## config.mk

```make
export PLATFORM = sky130hd
export DESIGN_NAME = sprite_raster
export DESIGN_NICKNAME = d
export VERILOG_FILES = /design/src/rtl/sprite_raster_pkg.sv /design/src/rtl/sprite_entry_decode.sv /design/src/rtl/rect_walker.sv /design/src/rtl/raster_ctrl.sv /design/src/rtl/sprite_raster.sv
export SDC_FILE = /design/constraint.sdc
export NUM_CORES = 1
export LEC_CHECK = 0
export ABC_AREA = 1
export BUFFER_PORTS_ARGS = -buffer_cell sky130_fd_sc_hd__buf_2
export CORE_UTILIZATION = 25
export DETAILED_ROUTE_END_ITERATION = 10
export PLACE_DENSITY = 0.4
export SETUP_SLACK_MARGIN = 0.02
export SYNTH_ARGS = -nofsm -noshare
export SYNTH_HDL_FRONTEND = slang
export SYNTH_SLANG_ARGS = --single-unit
```

## constraint.sdc

```tcl
create_clock -name clk -period 3.2 [get_ports clk]
set_input_delay 0.64 -clock clk [delete_from_list [all_inputs] [get_ports clk]]
set_output_delay 0.64 -clock clk [all_outputs]
set_load 0.02 [all_outputs]
```

## src/rtl/sprite_raster_pkg.sv

```systemverilog
package sprite_raster_pkg;

    typedef enum logic [2:0] {
        ST_IDLE     = 3'd0,
        ST_REQ_GEO  = 3'd1,
        ST_LOAD_GEO = 3'd2,
        ST_LOAD_COL = 3'd3,
        ST_CHECK    = 3'd4,
        ST_PAINT    = 3'd5,
        ST_NEXT     = 3'd6,
        ST_FINISH   = 3'd7
    } raster_state_e;

    // number of corner fields packed into the geometry word
    localparam int unsigned GEO_FIELDS = 4;

endpackage

```

## src/rtl/sprite_entry_decode.sv

```systemverilog
module sprite_entry_decode #(
    parameter int unsigned COORD_W = 4,
    parameter int unsigned WORD_W  = 16
) (
    input  logic [WORD_W-1:0]  geo_word,
    input  logic [WORD_W-1:0]  col_word,
    output logic [COORD_W-1:0] x_lo,
    output logic [COORD_W-1:0] x_hi,
    output logic [COORD_W-1:0] y_lo,
    output logic [COORD_W-1:0] y_hi,
    output logic [WORD_W-2:0]  colour,
    output logic               draw_ok
);
    import sprite_raster_pkg::*;

    logic [COORD_W-1:0] field [GEO_FIELDS];

    // fields from most significant to least significant: x_lo, x_hi, y_lo, y_hi
    for (genvar g = 0; g < GEO_FIELDS; g++) begin : g_field
        assign field[g] = geo_word[WORD_W-1-g*COORD_W -: COORD_W];
    end

    assign x_lo   = field[0];
    assign x_hi   = field[1];
    assign y_lo   = field[2];
    assign y_hi   = field[3];
    assign colour = col_word[WORD_W-1:1];

    always_comb begin
        draw_ok = col_word[0] && (x_lo <= x_hi) && (y_lo <= y_hi);
    end

endmodule

```

## src/rtl/rect_walker.sv

```systemverilog
module rect_walker #(
    parameter int unsigned COORD_W = 4
) (
    input  logic               clk,
    input  logic               rst_n,
    input  logic               load,
    input  logic               step,
    input  logic [COORD_W-1:0] x_lo,
    input  logic [COORD_W-1:0] x_hi,
    input  logic [COORD_W-1:0] y_lo,
    input  logic [COORD_W-1:0] y_hi,
    output logic [COORD_W-1:0] cur_x,
    output logic [COORD_W-1:0] cur_y,
    output logic               last
);
    logic row_end;

    assign row_end = (cur_x == x_hi);
    assign last    = row_end && (cur_y == y_hi);

    always_ff @(posedge clk or negedge rst_n) begin
        if (!rst_n) begin
            cur_x <= '0;
            cur_y <= '0;
        end else if (load) begin
            cur_x <= x_lo;
            cur_y <= y_lo;
        end else if (step) begin
            if (row_end) begin
                cur_x <= x_lo;
                cur_y <= cur_y + 1'b1;
            end else begin
                cur_x <= cur_x + 1'b1;
            end
        end
    end

endmodule

```

## src/rtl/raster_ctrl.sv

```systemverilog
module raster_ctrl #(
    parameter int unsigned ENTRIES = 32,
    parameter int unsigned WORD_W  = 16,
    localparam int unsigned IDX_W  = $clog2(ENTRIES)
) (
    input  logic              clk,
    input  logic              rst_n,
    input  logic              start,
    input  logic [WORD_W-1:0] spr_rdata,
    input  logic              draw_ok,
    input  logic              walk_last,
    output logic [IDX_W-1:0]  idx,
    output logic [WORD_W-1:0] geo_q,
    output logic [WORD_W-1:0] col_q,
    output logic              word_sel,
    output logic              walk_load,
    output logic              walk_step,
    output logic              paint_en,
    output logic              done
);
    import sprite_raster_pkg::*;

    localparam logic [IDX_W-1:0] LAST_IDX = IDX_W'(ENTRIES - 1);

    raster_state_e state, state_nx;
    logic          last_entry;

    assign last_entry = (idx == LAST_IDX);

    // state register
    always_ff @(posedge clk or negedge rst_n) begin
        if (!rst_n) state <= ST_IDLE;
        else        state <= state_nx;
    end

    // transitions
    always_comb begin
        state_nx = state;
        unique case (state)
            ST_IDLE:     if (start) state_nx = ST_REQ_GEO;
            ST_REQ_GEO:  state_nx = ST_LOAD_GEO;
            ST_LOAD_GEO: state_nx = ST_LOAD_COL;
            ST_LOAD_COL: state_nx = ST_CHECK;
            ST_CHECK:    state_nx = draw_ok ? ST_PAINT : ST_NEXT;
            ST_PAINT:    if (walk_last) state_nx = ST_NEXT;
            ST_NEXT:     state_nx = last_entry ? ST_FINISH : ST_REQ_GEO;
            ST_FINISH:   state_nx = ST_IDLE;
            default:     state_nx = ST_IDLE;
        endcase
    end

    // entry index and captured words
    always_ff @(posedge clk or negedge rst_n) begin
        if (!rst_n) begin
            idx   <= '0;
            geo_q <= '0;
            col_q <= '0;
        end else begin
            if (state == ST_IDLE && start)         idx   <= '0;
            if (state == ST_NEXT && !last_entry)   idx   <= idx + 1'b1;
            if (state == ST_LOAD_GEO)              geo_q <= spr_rdata;
            if (state == ST_LOAD_COL)              col_q <= spr_rdata;
        end
    end

    // outputs
    always_comb begin
        word_sel  = 1'b0;
        walk_load = 1'b0;
        walk_step = 1'b0;
        paint_en  = 1'b0;
        done      = 1'b0;
        unique case (state)
            ST_LOAD_GEO: word_sel  = 1'b1;
            ST_CHECK:    walk_load = draw_ok;
            ST_PAINT: begin
                walk_step = 1'b1;
                paint_en  = 1'b1;
            end
            ST_FINISH:   done = 1'b1;
            default: ;
        endcase
    end

endmodule

```

## src/rtl/sprite_raster.sv

```systemverilog
module sprite_raster #(
    parameter int unsigned ENTRIES = 32,
    parameter int unsigned COORD_W = 4,
    parameter int unsigned WORD_W  = 16
) (
    input  logic                         clk,
    input  logic                         rst_n,
    input  logic                         start,
    output logic [$clog2(ENTRIES):0]     spr_addr,
    input  logic [WORD_W-1:0]            spr_rdata,
    output logic                         fb_we,
    output logic [2*COORD_W-1:0]         fb_addr,
    output logic [WORD_W-2:0]            fb_data,
    output logic                         done
);
    localparam int unsigned IDX_W = $clog2(ENTRIES);

    logic [IDX_W-1:0]   idx;
    logic [WORD_W-1:0]  geo_q, col_q;
    logic               word_sel, walk_load, walk_step, paint_en;
    logic               draw_ok, walk_last;
    logic [COORD_W-1:0] x_lo, x_hi, y_lo, y_hi, cur_x, cur_y;
    logic [WORD_W-2:0]  colour;

    raster_ctrl #(.ENTRIES(ENTRIES), .WORD_W(WORD_W)) u_ctrl (
        .clk       (clk),
        .rst_n     (rst_n),
        .start     (start),
        .spr_rdata (spr_rdata),
        .draw_ok   (draw_ok),
        .walk_last (walk_last),
        .idx       (idx),
        .geo_q     (geo_q),
        .col_q     (col_q),
        .word_sel  (word_sel),
        .walk_load (walk_load),
        .walk_step (walk_step),
        .paint_en  (paint_en),
        .done      (done)
    );

    sprite_entry_decode #(.COORD_W(COORD_W), .WORD_W(WORD_W)) u_decode (
        .geo_word (geo_q),
        .col_word (col_q),
        .x_lo     (x_lo),
        .x_hi     (x_hi),
        .y_lo     (y_lo),
        .y_hi     (y_hi),
        .colour   (colour),
        .draw_ok  (draw_ok)
    );

    rect_walker #(.COORD_W(COORD_W)) u_walker (
        .clk   (clk),
        .rst_n (rst_n),
        .load  (walk_load),
        .step  (walk_step),
        .x_lo  (x_lo),
        .x_hi  (x_hi),
        .y_lo  (y_lo),
        .y_hi  (y_hi),
        .cur_x (cur_x),
        .cur_y (cur_y),
        .last  (walk_last)
    );

    assign spr_addr = {idx, word_sel};
    assign fb_we    = paint_en;
    assign fb_addr  = {cur_y, cur_x};
    assign fb_data  = colour;

endmodule

```

Yosys cells after proc, flatten, opt, wreduce, memory -nomap -nowiden
Cells that the tools add are included.
{"block": "word_totals", "ff_bits": 48, "inputBits": 19, "out_inout_bits": 31}
{"block": "op_classes", "n_mux": 17, "addsub": 3, "n_eq_ne": 12, "reduce_logical": 12, "n_lt_le_gt_ge": 2}
{"operator": "$mux 4", "count": 6}
{"operator": "$pmux 3 s8", "count": 1}
{"operator": "$eq 3x3->1 const B", "count": 4}
{"operator": "$mux 5", "count": 2}
{"operator": "$mux 3", "count": 3}
{"operator": "$add 4x1->4 const B", "count": 2}
{"operator": "$eq 4x4->1", "count": 2}
{"operator": "$le 4x4->1", "count": 2}
{"operator": "$eq 3x2->1 const B", "count": 2}
{"operator": "$reduce_bool 2->1", "count": 3}
{"operator": "$add 5x1->5 const B", "count": 1}
{"operator": "$eq 5x5->1 const B", "count": 1}
{"operator": "$logic_and 1x1->1", "count": 5}
{"operator": "$mux 1", "count": 4}
{"operator": "$reduce_and 2->1", "count": 2}
{"operator": "$eq 3x1->1 const B", "count": 1}
{"operator": "$logic_not 3->1", "count": 1}
{"operator": "$mux 2", "count": 1}
{"operator": "$ne 2x1->1 const B", "count": 1}
{"operator": "$ne 2x2->1 const B", "count": 1}
{"operator": "$logic_not 1->1", "count": 1}

Longest topological paths before layout
Gate-level depths: netlist of run 1.
{"block": "logic_depth", "depth_word": 6, "ltp_mapped": 13, "depth_no_buf": 13}

Cells and area by module
Synthesis of run 1 repeated with hierarchy kept, for this count alone.
{"block": "hier_totals", "hier_cells": 350, "area_unflattened_um2": 3059.2}
{"mod": "raster_ctrl", "area_per_inst_um2": 1909.3, "n_inst": 1, "cells_per_inst": 185, "seq_area_each_um2": 1001.0}
{"mod": "rect_walker", "area_per_inst_um2": 678.2, "n_inst": 1, "cells_per_inst": 93, "seq_area_each_um2": 200.2}
{"mod": "sprite_entry_decode", "area_per_inst_um2": 464.2, "n_inst": 1, "cells_per_inst": 71, "seq_area_each_um2": 0.0}
{"mod": "sprite_raster", "area_per_inst_um2": 7.5, "n_inst": 1, "cells_per_inst": 1, "seq_area_each_um2": 0.0}

Least setup slack after synthesis of run 1
OpenSTA, ideal clock, no wires.
{"block": "synth_path", "kind": "register -> output", "start": "register u_ctrl.state[1]", "end": "output spr_addr[0]", "stages_incl_launch_ff": 8, "arrival_ps": 1283, "path_buffers": 3, "required_time_ps": 2560, "path_slack_ps": 1277, "path_cell_list": "dfrtp_1 -> inv_1 -> nor2_4 -> inv_1 -> nor2_1 -> buf_2 -> buf_4 -> buf_4"}
{"block": "synth_between", "elab_chain_len": 2}
{"item": "start, declared", "line": "raster_ctrl.sv:25", "rtl": "raster_state_e state, state_nx;"}
{"item": "start signal, assigned", "line": "raster_ctrl.sv:33", "rtl": "else state <= state_nx;"}
{"item": "$eq 3x2->1", "line": "raster_ctrl.sv:73", "rtl": "unique case (state)"}
{"item": "$mux 1", "line": "raster_ctrl.sv:73"}
{"item": "end, declared", "line": "sprite_raster.sv:9", "rtl": "output logic [$clog2(ENTRIES):0] spr_addr,"}
Every way passes these cells.

Final worst setup path of run 1
{"block": "layout_path", "start": "register u_ctrl.state[0]", "end": "output fb_we"}
{"block": "layout_between", "elab_chain_len": 2}
{"item": "$eq 3x3->1", "line": "raster_ctrl.sv:73"}
{"item": "$mux 1", "line": "raster_ctrl.sv:73"}
{"item": "end, declared", "line": "sprite_raster.sv:11", "rtl": "output logic fb_we,"}
Every way passes these cells.

==> summary.md, run 1 <==
| Metric | Value |
|---|---|
| Critical-path top delay cell | `dfrtp_1` |
| Ranking of synthesized cells by area | `dfrtp_1, nand2_1, ha_1` |
| Worst Setup Start Kind | `flip-flop` |
| WL per Instance | `12.22 um` |
| Inserted Clock Buffers | `5` |
| Layout cells sized above 1 | `approximately 23%` |
| Core area | `roughly 0.010 mm^2` |
| Drt drc | `0` |
| Number of flops mapped to enable cells by yosys | `0` |
| Hold_buf cts | `0` |
| Fin. Hold Viols | `0` |
| Mapped Area | `0.002701 mm^2` |
| Clk sinks | `48` |
| Initial Util | `25.93%` |
| Synth Area in Adders | `5.558%` |
| Share of the synthesized area in the top cell type | `44.47%` |
| H-tree levels | `2` |
| Most common cell after layout, fill and taps aside | `nand2_1` |
| Final #Nets | `384` |
| Worst path bufs/invs | `3` |
| Dpl cells | `482` |
| Peak per-stage delay on the critical path | `510 ps` |
| Gate Count Post-Synth | `318` |
| Post-CTS resize count | `0` |
| Largest net degree at the start of global routing | `47` |
| Sequential fraction of the synthesis area | `44.47%` |
| Reg clk slew, reported paths | `between 100 and 150 ps` |
| Non-filler cells, final | `490` |
| Max-slew headroom | `59.09%` |
| Yosys cell types | `35` |
| Post-Syn Nets | `349` |
| Vias | `2051` |
| Grt total ovfl | `0` |
| Fraction of the mapped netlist area in simple logic gates | `22.37%` |
| Io pins | `50` |
| Number of global-route vias before repair | `2012` |
| CP most frequent cell | `inv_1` |
| Critical path type | `flip-flop to primary output` |
| Worst R2R Setup Slack | `1240 ps` |
| Worst hold-check path type | `input pin to async pin` |
| Avg Cell Area, Syn | `between 8 and 9 um^2` |
| Die ar. | `0.01123 mm^2` |
| Post-synth top flop | `dfrtp_1` |
| Commonest cells after routing, fill and taps aside | `nand2_1, buf_2, dfrtp_1` |
| VDD IR max | `0.3076 mV` |
| YS warnings | `0` |
| # diodes | `0` |
| Routed Antenna Nets | `0` |
| Clock period minus worst slack | `2355 ps` |
| Largest area contributor in the netlist | `dfrtp_1` |
| Clock tree buffer depth | `2` |
| Cell family with most CP delay | `flip-flops` |
| Initial DRC Count | `83` |
| Post-synthesis mux area share | `3.752%` |
| XOR/XNOR share of the synthesized area | `2.918%` |
| Area growth syn-to-layout | `14.40%` |
| Fin. max-slew vios | `0` |
| FF+latch count, synth | `48` |
| CTS tree | `built` |
| Part of the cycle the worst path needs | `73.59%` |
| Final core utilization | `29.67%` |
| Gpl congestion | `0.7459` |
| Die Ht | `106.0 um` |
| Post-synthesis compound-gate area fraction | `9.310%` |
| Worst-Margin Slew | `613.6 ps` |
| DP Wirelength | `4.557 mm` |
| Setup tns final | `0 ps` |
| Status | `finished clean` |
| Num rows | `37` |
| Fmax | `424.6 MHz` |
| Required @ worst endpoint | `2560 ps` |
| Leakage | `1.621 nW` |
| Critical Path, Cell by Cell | `inv_1, nor2_1, nand2_1, inv_1, buf_2` |
| Pre-antenna DRT Iters | `4` |
| Die width | `106.0 um` |
| Max_cap viols | `0` |
| Initial antenna violation count | `0` |
| CP Data Arrival Time | `between 1500 and 2000 ps` |
| Via/cell ratio | `4.186` |
| CP endpoint kind | `primary output` |
| Crit path max fanout | `11` |
| Setup Fix Bufs, Post-CTS | `0` |
| Total track usage | `11.60%` |
| Async SR Flop Fraction | `100.0%` |
| RSZ-0062 raised after global routing | `false` |
| Clock root buffer | `clkbuf_8` |
| Clk Latency, worst-skew pair | `around 320 ps` |
| # port buffers | `49` |
| Setup-failing EPs final | `0` |
| Largest family of logic cells by synthesized area | `simple AND/OR/NAND/NOR gates` |
| First-pass GRT wire length | `10.17 mm` |
| Routed wire length | `5.986 mm` |
| Fin Clk Skew | `10.69 ps` |
| Power density cells | `1054 mW/mm^2` |
per-stage QoR:
stage	total power [mW]	setup slack (ps)	hold slack (ps)	area, um^2
floorplan	2.489	1277	344.4	2701
global placement	2.789	1243	436.3	2972
detailed placement	2.813	1196	437.6	2972
CTS	3.311	829.3	74.92	3090
global route	3.585	695.9	70.41	3090
finish	3.257	845.0	86.88	3090
power by group:
group	switching (mW)	internal (mW)
combinational	1.02	0.602
sequential	0.266	0.883
clock	0.244	0.242
total	1.53	1.73
sequential cells by signal (all words and copies together), names as in the netlist:
signal	flops
u_ctrl.idx	5
u_walker.cur_y	4
u_ctrl.state	3
u_ctrl.geo_q	16
u_walker.cur_x	4
u_ctrl.col_q	16
cell families after synthesis:
kind of cell	count (synthesis)
AND/OR/NAND/NOR	135
buffers and inverters	63
flip-flops	48
AO/OA/AOI/OAI	42
adder cells (fa/ha/maj)	12
XOR/XNOR	9
multiplexers	9
cell type report:
cell class,instances,area [um^2]
fillers,1169,7326
inverters,39,146.4
flip-flops and latches,48,1201
clock inverters,3,50.05
clock buffers,5,68.82
repair buffers,52,267.8
well taps,136,170.2
multi-input cells,207,1186
synth_stat cells (all sizes together), types with 2 or more instances:
| cell type | count |
|---|---|
| inv | 39 |
| xor2 | 4 |
| nor2 | 11 |
| a21oi | 5 |
| mux2 | 9 |
| o21ai | 26 |
| nor3 | 3 |
| dfrtp | 48 |
| nand4 | 9 |
| xnor2 | 5 |
| o211ai | 4 |
| nand2 | 98 |
| ha | 12 |
| a22o | 2 |
| nand3 | 12 |
| buf | 23 |
| or2 | 2 |
per-layer routing:
metal,GRT usage (%),share of wire (%)
met1,16.77,53
met2,16.99,43
met3,2.207,2.5
met4,4.464,1.5
met5,0,0
final timing paths:
kind | from | to | cells past startpoint
max | u_ctrl.state[0] | fb_we | 5
min | rst_n | u_ctrl.col_q[9] | 1
max reg2reg | u_ctrl.idx[0] | u_ctrl.idx[2] | 10
min reg2reg | u_ctrl.col_q[5] | u_ctrl.col_q[5] | 2
max in group asynchronous | rst_n | u_ctrl.idx[3] | 2
min in group clk | u_ctrl.col_q[5] | u_ctrl.col_q[5] | 2
Power figures use the tool's default switching activity.
==> inputs of run 2 (changes only) <==
Settings changed: PLACE_DENSITY 0.4 to 0.42.
Clock period 3.2 ns to 1.9 ns, I/O delays scaled along.
==> run 2 against run 1 <==
Clock-buffer cell count up 2. Combinational power up 99%. First-iteration DRC count is 37% lower. Clock power up 36%. Cell count up 3.5%. Register-to-register slack got worse by 1100 ps. Critical path depth down 1. Wire length is 7.0% higher. Clock skew decreased by 4.9 ps. Sequential power increased by 64%. Final area up 5.4%. Hold slack got worse by 79 ps. Critical endpoint is now spr_addr[0].
==> summary.md, run 2 (same netlist as run 1, synthesis figures left out) <==
| Metric | Value |
|---|---|
| Setup-failing EPs final | `0 (unchanged)` |
| Total track usage | `12.34% (+0.74 points)` |
| Sequential Power Share | `32.7% (-2.6 points)` |
| Fin. Hold Viols | `0 (unchanged)` |
| Clock power frac | `11.4% (-3.5 points)` |
| Initial Util | `25.93% (unchanged)` |
| Fmax | `565.5 MHz` |
| Clk Latency, worst-skew pair | `310 ps (about the same)` |
| # diodes | `0 (unchanged)` |
| Sw Ratio | `46.91% (-0.055 points)` |
| Vias | `2149 (+4.8%)` |
| Setup tns final | `0 ps (unchanged)` |
| Die width | `106.0 um (unchanged)` |
| Routed wire length | `6.408 mm (+7.0%)` |
| Comb pwr share | `55.9% (+6.1 points)` |
| H-tree levels | `2 (unchanged)` |
| Part of the cycle the worst path needs | `93.06%` |
| Worst R2R Setup Slack | `130 ps (-1110 ps)` |
| Reg clk slew, reported paths | `90 ps (-20 ps)` |
| Final worst setup slack | `131.8 ps (-713.2 ps)` |
| Initial antenna violation count | `0 (unchanged)` |
| CP endpoint kind | `primary output` |
| # port buffers | `49 (unchanged)` |
| Worst-Margin Slew | `441.6 ps (-172.0 ps)` |
| Dpl ws | `20.63 ps (-1176 ps)` |
| Largest registers | `u_ctrl.col_q: 16 flops, u_ctrl.geo_q: 16 flops, u_ctrl.idx: 5 flops` |
| Initial DRC Count | `52 (-37%)` |
| CTS tree | `built` |
| Io pins | `50 (unchanged)` |
| Final #Nets | `401 (+4.4%)` |
| Critical path type | `flip-flop to primary output` |
| Clock tree buffer depth | `2 (unchanged)` |
| Power density cells | `1772 mW/mm^2 (+68%)` |
| Max-slew headroom | `70.56% (+11 points)` |
| R2R Path End | `u_ctrl.idx[2]` |
| Switching power | `2.708 mW (+77%)` |
| CP Data Arrival Time | `1390 ps (-320 ps)` |
| Grt total ovfl | `0 (unchanged)` |
| Gpl congestion | `0.7460 (about the same)` |
| Worst r2r path cells | `10 (unchanged)` |
| Fin Clk Skew | `5.756 ps (-4.939 ps)` |
| Core area | `0.01042 mm^2 (unchanged)` |
| Most common cell after layout, fill and taps aside | `nand2_1` |
| Worst Setup Start Kind | `flip-flop` |
| Clk sinks | `48 (unchanged)` |
| VDD IR max | `0.5254 mV (+71%)` |
| Crit path max fanout | `5 (-6)` |
| Pre-antenna DRT Iters | `4 (unchanged)` |
| Routed Antenna Nets | `0 (unchanged)` |
| Pint | `3.065 mW (+77%)` |
| Layout cells sized above 1 | `29.11% (+6.5 points)` |
| WL per Instance | `12.64 um (+3.5%)` |
| Drt drc | `0 (unchanged)` |
| Inserted Clock Buffers | `5 (unchanged)` |
| First-pass GRT wire length | `10.98 mm (+7.9%)` |
| Die ar. | `0.01123 mm^2 (unchanged)` |
| Number of global-route vias before repair | `2147 (+6.7%)` |
| Max_cap viols | `0 (unchanged)` |
| Worst reg2reg path startpoint | `u_ctrl.idx[0]` |
| Commonest cells after routing, fill and taps aside | `nand2_1, buf_2, dfrtp_1` |
| DP Wirelength | `4.804 mm (+5.4%)` |
| Required @ worst endpoint | `1520 ps (-1040 ps)` |
| Area growth syn-to-layout | `20.56%` |
| Num rows | `37 (unchanged)` |
| Total power | `5.773 mW (+77%)` |
| Clock period minus worst slack | `approximately 1800 ps` |
| Largest net degree at the start of global routing | `33 (-30%)` |
| Worst hold-check path type | `input pin to async pin` |
| Clock root buffer | `clkbuf_8` |
| Fin. max-slew vios | `0 (unchanged)` |
| Leakage | `1.698 nW (+4.7%)` |
| Status | `finished clean` |
| Die Ht | `106.0 um (unchanged)` |
| RSZ-0062 raised after global routing | `false` |
| Via/cell ratio | `4.239 (+1.3%)` |
| Final core utilization | `31.27% (+1.6 points)` |
[run 2: cell count changes in the layout (fill, tap and decap cells not counted), moves of 2 or more]
cell	delta
nand2_2	+4
nand2_1	-4
buf_4	+14
inv_2	+2
buf_12	+2
inv_1	-2
dfrtp_2	+2
dfrtp_1	-2
[run 2: layout make-up]
type                       instances  area [um^2]
clock buffer                       7        86.33
clock inverter                     1        7.507
fill                            1134         7159
inverter                          39        146.4
multi-input combinational        208         1230
sequential                        48         1204
tap                              136        170.2
timing repair buffer              68        412.9
[run 2: how the worst max path moves through the flow]
stage | depth (start not counted) | endpoint | from
floorplan | 10 | u_ctrl.idx[2] | u_ctrl.idx[1]
detailed placement | 10 | u_ctrl.idx[2] | u_ctrl.idx[0]
finish | 4 | spr_addr[0] | u_ctrl.state[0]
global placement | 10 | u_ctrl.idx[2] | u_ctrl.idx[0]
CTS | 10 | u_ctrl.idx[2] | u_ctrl.idx[1]
global route | 11 | u_walker.cur_x[2] | u_ctrl.geo_q[3]
[run 2: what timing repair did]
item                       4_1_cts  5_1_grt
setup endpoints to repair        3       14
gates cloned                     0        1
pin swaps                        0        1
resized for setup                2       11
buffers inserted                 1        3
hold buffers                     0        0
[run 2: worst max-delay path, cell delays in order, from the launching register on]
cell	delay (ps)
dfrtp_2	470
nor2_4	150
inv_1	110
nor2_4	140
buf_2	200
[run 2: power groups by stage]
stage | Combinational [mW] | Clock [mW] | Sequential (mW)
final | 3.22 | 0.660 | 1.89
after global placement | 3.01 | 0 | 1.90
after global routing | 3.68 | 0.722 | 1.96
after detailed placement | 3.03 | 0 | 1.91
after CTS | 3.08 | 0.691 | 1.89
after floorplan | 2.25 | 0 | 1.94
[run 2: stage by stage]
stage / std cells / instance area, um^2 / hold slack, ps
after global routing: 507 / 3257 / 31.24
after detailed placement: 494 / 3075 / 350.7
after global placement: 494 / 3075 / 344.6
after CTS: 503 / 3184 / 16.21
final: 507 / 3257 / 7.634
after floorplan: 318 / 2703 / 84.41
[run 2: layer usage]
metal	wire length [um]	vias to the layer above	track usage (%)
li1	-	1110	-
met1	3175	994	17.42
met2	2936	39	19.42
met3	213	6	1.962
met4	82	0	3.571
met5	0	-	0
